$ cat src/rtl/casc32_capture.sv
module casc32_capture #(
  parameter int HALF_W = 16,
  parameter int PRESC  = 1
) (
  input  logic                  clk,
  input  logic                  rst_n,
  input  logic                  en,
  input  logic [HALF_W-1:0]     per_lo,
  input  logic [HALF_W-1:0]     per_hi,
  input  logic                  cap_stb,
  input  logic                  cap_rd,
  output logic [2*HALF_W-1:0]   count,
  output logic                  lo_ovf,
  output logic [2*HALF_W-1:0]   cap_val,
  output logic                  cap_valid,
  output logic                  cap_ovr
);
  localparam int FULL_W = 2 * HALF_W;

  logic              tick;
  logic [HALF_W-1:0] lo_q, hi_q, cap_lo_q, cap_hi_q, hi_inc, hi_live;
  logic              ovf_q, pend_q, valid_q, ovr_q;
  logic              accept, overrun;

  generate
    if (PRESC > 1) begin : g_div
      localparam int PW = $clog2(PRESC);
      logic [PW-1:0] div_q;
      always_ff @(posedge clk or negedge rst_n)
        if (!rst_n) div_q <= '0;
        else if (en) div_q <= (div_q == PW'(PRESC - 1)) ? '0 : div_q + 1'b1;
      assign tick = en && (div_q == PW'(PRESC - 1));
    end else begin : g_nodiv
      assign tick = en;
    end
  endgenerate

  always_ff @(posedge clk or negedge rst_n)
    if (!rst_n) begin
      lo_q  <= '0;
      ovf_q <= 1'b0;
    end else begin
      ovf_q <= tick && (lo_q == per_lo);
      if (tick) lo_q <= (lo_q == per_lo) ? '0 : lo_q + 1'b1;
    end

  assign hi_inc  = (hi_q == per_hi) ? '0 : hi_q + 1'b1;
  assign hi_live = ovf_q ? hi_inc : hi_q;

  always_ff @(posedge clk or negedge rst_n)
    if (!rst_n) hi_q <= '0;
    else if (ovf_q) hi_q <= hi_inc;

  assign accept  = cap_stb && !pend_q && (!valid_q || cap_rd);
  assign overrun = cap_stb && !accept;

  always_ff @(posedge clk or negedge rst_n)
    if (!rst_n) begin
      cap_lo_q <= '0;
      cap_hi_q <= '0;
      pend_q   <= 1'b0;
      valid_q  <= 1'b0;
      ovr_q    <= 1'b0;
    end else begin
      pend_q  <= accept;
      valid_q <= pend_q || (valid_q && !cap_rd);
      ovr_q   <= overrun || (ovr_q && !cap_rd);
      if (accept) cap_lo_q <= lo_q;
      if (pend_q) cap_hi_q <= hi_q;
    end

  assign count     = {hi_live, lo_q};
  assign lo_ovf    = ovf_q;
  assign cap_val   = {cap_hi_q, cap_lo_q};
  assign cap_valid = valid_q;
  assign cap_ovr   = ovr_q;

  a_r2_hold: assert property (@(posedge clk) disable iff (!rst_n)
    (!en && !ovf_q) |=> $stable(count));

  a_r3_lo_wrap: assert property (@(posedge clk) disable iff (!rst_n)
    (tick && lo_q == per_lo) |=> (lo_q == '0 && lo_ovf));

  a_r4_hi_only_on_ovf: assert property (@(posedge clk) disable iff (!rst_n)
    !ovf_q |=> $stable(hi_q));

  a_r6_coherent_capture: assert property (@(posedge clk) disable iff (!rst_n)
    $rose(valid_q) |-> (cap_val == FULL_W'($past(count, 2))));

  a_r7_read_clears: assert property (@(posedge clk) disable iff (!rst_n)
    (cap_rd && !cap_stb && !pend_q) |=> (!cap_valid && !cap_ovr));

  a_r8_overrun_keeps: assert property (@(posedge clk) disable iff (!rst_n)
    (cap_stb && valid_q && !cap_rd) |=> (cap_ovr && $stable(cap_val)));
endmodule

$ cat config.mk
export PLATFORM = sky130hd
export DESIGN_NAME = casc32_capture
export DESIGN_NICKNAME = d
export VERILOG_FILES = /design/src/rtl/casc32_capture.sv
export SDC_FILE = /design/constraint.sdc
export NUM_CORES = 1
export LEC_CHECK = 0
export BUFFER_PORTS_ARGS = -buffer_cell sky130_fd_sc_hd__buf_4
export CAP_MARGIN = 25
export CORE_ASPECT_RATIO = 1.1
export CORE_UTILIZATION = 29
export DETAILED_ROUTE_END_ITERATION = 7
export PLACE_DENSITY = 0.61
export SLEW_MARGIN = 20
export SYNTH_ARGS = -nofsm -noshare
export SYNTH_HDL_FRONTEND = slang
export SYNTH_SLANG_ARGS = --single-unit
export TNS_END_PERCENT = 20
$ cat constraint.sdc
create_clock -name clk -period 2.6 [get_ports clk]
set_input_delay 0.52 -clock clk [delete_from_list [all_inputs] [get_ports clk]]
set_output_delay 0.52 -clock clk [all_outputs]
set_load 0.1 [all_outputs]
==> metrics.txt <==
# TYPE chip_impl_metric gauge
chip_impl_metric{name="syn-instance-count",unit=""} 288
chip_impl_metric{name="grtUsageTotal",unit=""} 0.159
chip_impl_metric{name="routed-via-count",unit=""} 2564
chip_impl_info{name="setup_repair_after_global_routing_missed_its_margin",value="true"} 1
chip_impl_metric{name="htree_levels",unit=""} 3
chip_impl_info{name="synthFlopType",value="sky130_fd_sc_hd__dfrtp_1"} 1
chip_impl_info{name="synth.cells.most_frequent",value="68 x sky130_fd_sc_hd__dfrtp_1, 38 x sky130_fd_sc_hd__xnor2_1, 29 x sky130_fd_sc_hd__nor2_1"} 1
chip_impl_metric{name="post-route-period-util",unit=""} 0.993
chip_impl_metric{name="finalHoldViolCount",unit=""} 0
chip_impl_metric{name="placedInstanceArea",unit="um^2"} 4410
chip_impl_metric{name="place.gp.congestion",unit=""} 0.742
chip_impl_info{name="tritoncts",value="built"} 1
chip_impl_metric{name="globalRouteOverflowTotal",unit=""} 0
chip_impl_metric{name="cellLeakagePower",unit="uW"} 0.00221
chip_impl_metric{name="timing.critical_path.required",unit="ps"} 2080
chip_impl_metric{name="worst_slew_margin_rel",unit=""} 0.546
chip_impl_metric{name="core.rowCount",unit=""} 40
chip_impl_metric{name="grt_antenna_before_repair",unit=""} 0
chip_impl_metric{name="viasPerCell",unit=""} 4.54
chip_impl_info{name="synth_most_common_cell",value="sky130_fd_sc_hd__dfrtp_1"} 1
chip_impl_metric{name="cts.sinks",unit=""} 68
chip_impl_metric{name="setup_viol",unit=""} 0
chip_impl_metric{name="grt_pass1_vias",unit=""} 2752
chip_impl_info{name="crit_chain",value="ha_2 -> inv_1 -> nor3_1 -> buf_4 -> nand3_1 -> xor2_1 -> nor2_4 -> buf_12"} 1
chip_impl_metric{name="critical_path_arrival",unit="ps"} 2060
chip_impl_info{name="path_delay_family",value="flip-flops"} 1
chip_impl_metric{name="syn-num-nets",unit=""} 327
chip_impl_metric{name="synth-seq-area-share",unit=""} 0.523
chip_impl_metric{name="critical_path_peak_fanout",unit=""} 6
chip_impl_metric{name="final_layout_size_suffix_gt1_frac",unit=""} 0.498
chip_impl_info{name="run_status",value="finished clean"} 1
chip_impl_metric{name="cts.path.max_buffers",unit=""} 2
chip_impl_metric{name="nets",unit=""} 453
chip_impl_metric{name="io-pin-count",unit=""} 104
chip_impl_metric{name="drv.max_cap_violation_count",unit=""} 0
chip_impl_metric{name="first_pass_grt_wire_length",unit="um"} 13800
chip_impl_metric{name="worst_vdd_ir",unit="mV"} 0.454
chip_impl_metric{name="synthesis.area_per_instance",unit="um^2"} 11.3
chip_impl_info{name="setup.worst_path.class",value="flip-flop to output port"} 1
chip_impl_metric{name="synth_seq_cells",unit=""} 68
chip_impl_metric{name="fp.dieArea",unit="um^2"} 11700
chip_impl_metric{name="timing.critical_path.buf_inv",unit=""} 3
chip_impl_metric{name="route.detailed.drc",unit=""} 0
chip_impl_metric{name="synth_enable_flop_cells",unit=""} 0
chip_impl_metric{name="dpl.hpwl",unit="um"} 6310
chip_impl_info{name="end_kind",value="output port"} 1
chip_impl_info{name="post_synth_main_area_contributors",value="sky130_fd_sc_hd__dfrtp_1 52%, sky130_fd_sc_hd__xnor2_1 10%, sky130_fd_sc_hd__mux2_2 9.7%, sky130_fd_sc_hd__xor2_1 4.6%, sky130_fd_sc_hd__nor2_1 3.3%"} 1
chip_impl_metric{name="cp_num_cells",unit=""} 8
chip_impl_info{name="worst_path_max_delay_cell",value="sky130_fd_sc_hd__dfrtp_2"} 1
chip_impl_metric{name="yosys_warnings",unit=""} 0
chip_impl_metric{name="insertedDiodeCount",unit=""} 0
chip_impl_info{name="worst_setup_start_kind",value="flip-flop"} 1
chip_impl_metric{name="rr_worst_depth",unit=""} 6
chip_impl_metric{name="detailedRoute.firstIterationViolations",unit=""} 46
chip_impl_metric{name="start_util",unit=""} 0.298
chip_impl_metric{name="post-place-ws",unit="ps"} 2.99
chip_impl_metric{name="cts_hold_repair.buffers",unit=""} 0
chip_impl_metric{name="synthDistinctLibCells",unit=""} 37
chip_impl_metric{name="cts.reportedPaths.clkPinSlew",unit="ps"} 50
chip_impl_metric{name="floorplan.die.height",unit="um"} 113
chip_impl_metric{name="design.core.area",unit="um^2"} 10900
chip_impl_info{name="worstHoldPathType",value="input port to async pin"} 1
chip_impl_metric{name="layout.filler_cells",unit=""} 1028
chip_impl_metric{name="period_needed",unit="ps"} 2580
chip_impl_metric{name="antenna_left",unit=""} 0
chip_impl_metric{name="clock_skew",unit="ps"} 4.07
chip_impl_metric{name="max_slew.worst_pin.slew",unit="ps"} 681
chip_impl_metric{name="wire_per_inst",unit="um"} 15.3
chip_impl_metric{name="die_width",unit="um"} 103
chip_impl_metric{name="drt-pass1-iter-count",unit=""} 4
chip_impl_metric{name="port-buffer-count",unit=""} 103
chip_impl_metric{name="fmaxAchievable",unit="MHz"} 387
chip_impl_metric{name="clkLatencyLatePin",unit="ps"} 320
chip_impl_metric{name="drv_slew",unit=""} 0
chip_impl_metric{name="synth_area",unit="um^2"} 3250
chip_impl_metric{name="postLayoutCellArea",unit="um^2"} 5060
chip_impl_metric{name="cts_buffers",unit=""} 9
chip_impl_info{name="synth_top_cell_by_area",value="sky130_fd_sc_hd__dfrtp_1"} 1
chip_impl_metric{name="grt_start_max_net_pins",unit=""} 51
chip_impl_metric{name="area_growth_syn_to_layout",unit="%"} 55.6
chip_impl_metric{name="slowest_delay",unit="ps"} 450
chip_impl_metric{name="route.final.wire_length",unit="um"} 8620
chip_impl_metric{name="multi_input_comb_area",unit="um^2"} 1620
chip_impl_metric{name="power_density",unit="nW/um^2"} 689
chip_impl_metric{name="regArea",unit="um^2"} 1710
chip_impl_metric{name="asyncSetResetFlopFracSynth",unit=""} 1.00
chip_impl_metric{name="netlist.area_leader.share",unit=""} 0.523
chip_impl_info{name="ctsRootBufferMaster",value="sky130_fd_sc_hd__clkbuf_16"} 1
chip_impl_metric{name="layout_setup_ws",unit="ps"} 19.1
-- per-layer routing --
metal / part of all wire / routed length [um] / track usage / up-vias
met5: 0 / 0 / 0 / -
met4: 0.0081 / 70 / 0.0423 / 0
met3: 0.057 / 493 / 0.0500 / 7
li1: - / - / - / 1222
met2: 0.53 / 4540 / 0.282 / 88
met1: 0.41 / 3520 / 0.183 / 1247
-- cells by family after synthesis --
group / Yosys count / share of synthesized area
AO/OA/AOI/OAI: 18 / 0.0354
adder cells (fa/ha/maj): 2 / 0.00769
flip-flops: 68 / 0.523
AND/OR/NAND/NOR: 88 / 0.136
multiplexers: 29 / 0.100
buffers and inverters: 27 / 0.0446
XOR/XNOR: 56 / 0.153
-- worst register-to-register path, cell delays in order (launching register included) --
cell,delay [ps]
sky130_fd_sc_hd__dfrtp_1,450
sky130_fd_sc_hd__xnor2_1,260
sky130_fd_sc_hd__nand4_1,130
sky130_fd_sc_hd__nor4_2,500
sky130_fd_sc_hd__and2_0,190
sky130_fd_sc_hd__buf_4,190
sky130_fd_sc_hd__nor2_1,70
-- sequential cells by signal, indices dropped and copies added (netlist names) --
register,count
cap_hi_q,16
cap_lo_q,16
cap_ovr,1
cap_valid,1
hi_q,16
lo_ovf,1
lo_q,16
pend_q,1
-- area by class of cell --
type / count / share of cell area
timing repair buffer: 130 / 0.240
clock inverter: 2 / 0.00692
tap: 147 / 0.0363
clock buffer: 13 / 0.0514
multi-input combinational: 193 / 0.319
sequential: 68 / 0.338
inverter: 12 / 0.00889
-- final timing paths --
kind                              from          end  slack [ps]
setup / recovery               hi_q[1]    count[26]          20
hold reg to reg            cap_lo_q[2]  cap_lo_q[2]         480
setup reg to reg               lo_q[9]     lo_q[13]         700
hold / removal                   rst_n      hi_q[2]         230
min in group clk               cap_stb      cap_ovr         420
max in group asynchronous        rst_n      hi_q[4]        1800
-- cell usage in the layout (no fill, tap or decap), types with 2 or more instances in the layout --
master | Yosys | routed
sky130_fd_sc_hd__dfrtp_1 | 68 | 61
sky130_fd_sc_hd__mux2_2 | 28 | 28
sky130_fd_sc_hd__nor2_4 | 0 | 11
sky130_fd_sc_hd__clkbuf_1 | 5 | 2
sky130_fd_sc_hd__nand2_1 | 18 | 18
sky130_fd_sc_hd__dfrtp_2 | 0 | 7
sky130_fd_sc_hd__nand3_1 | 10 | 10
sky130_fd_sc_hd__buf_6 | 3 | 2
sky130_fd_sc_hd__and4_1 | 2 | 2
sky130_fd_sc_hd__xor2_1 | 17 | 17
sky130_fd_sc_hd__a21oi_1 | 2 | 2
sky130_fd_sc_hd__xnor2_2 | 1 | 5
sky130_fd_sc_hd__clkbuf_16 | 0 | 10
sky130_fd_sc_hd__nor3_1 | 5 | 4
sky130_fd_sc_hd__buf_4 | 2 | 110
sky130_fd_sc_hd__and3_1 | 3 | 3
sky130_fd_sc_hd__nor2_1 | 29 | 18
sky130_fd_sc_hd__buf_12 | 0 | 17
sky130_fd_sc_hd__clkbuf_8 | 1 | 2
sky130_fd_sc_hd__nand4_1 | 14 | 14
sky130_fd_sc_hd__xnor2_1 | 38 | 34
sky130_fd_sc_hd__o22ai_4 | 0 | 2
sky130_fd_sc_hd__inv_1 | 12 | 12
sky130_fd_sc_hd__o21ai_0 | 7 | 6
-- report_power, final --
part,switching [uW],internal [uW]
logic,783,270
registers,95.4,1140
clock network,411,787
-- repair_timing --
item,in CTS,in global routing
setup buffers,6,3
endpoints found under the setup margin,14,16
gates resized for setup,45,20
gates cloned,0,1
pin swaps,8,17
-- metrics by stage --
stage | hold slack, ps | setup TNS, ps | utilization | instances | power (uW)
6_report | 234 | 0 | 0.464 | 565 | 3490
5_1_grt | 284 | -1240 | 0.464 | 565 | 3660
4_1_cts | 254 | -14.9 | 0.451 | 561 | 3550
3_5_place_dp | 480 | 0 | 0.404 | 540 | 2320
3_3_place_gp | 470 | 0 | 0.404 | 540 | 2310
2_1_floorplan | 224 | -1.87 | - | 288 | 2060
(Power assumes the default switching activity.)
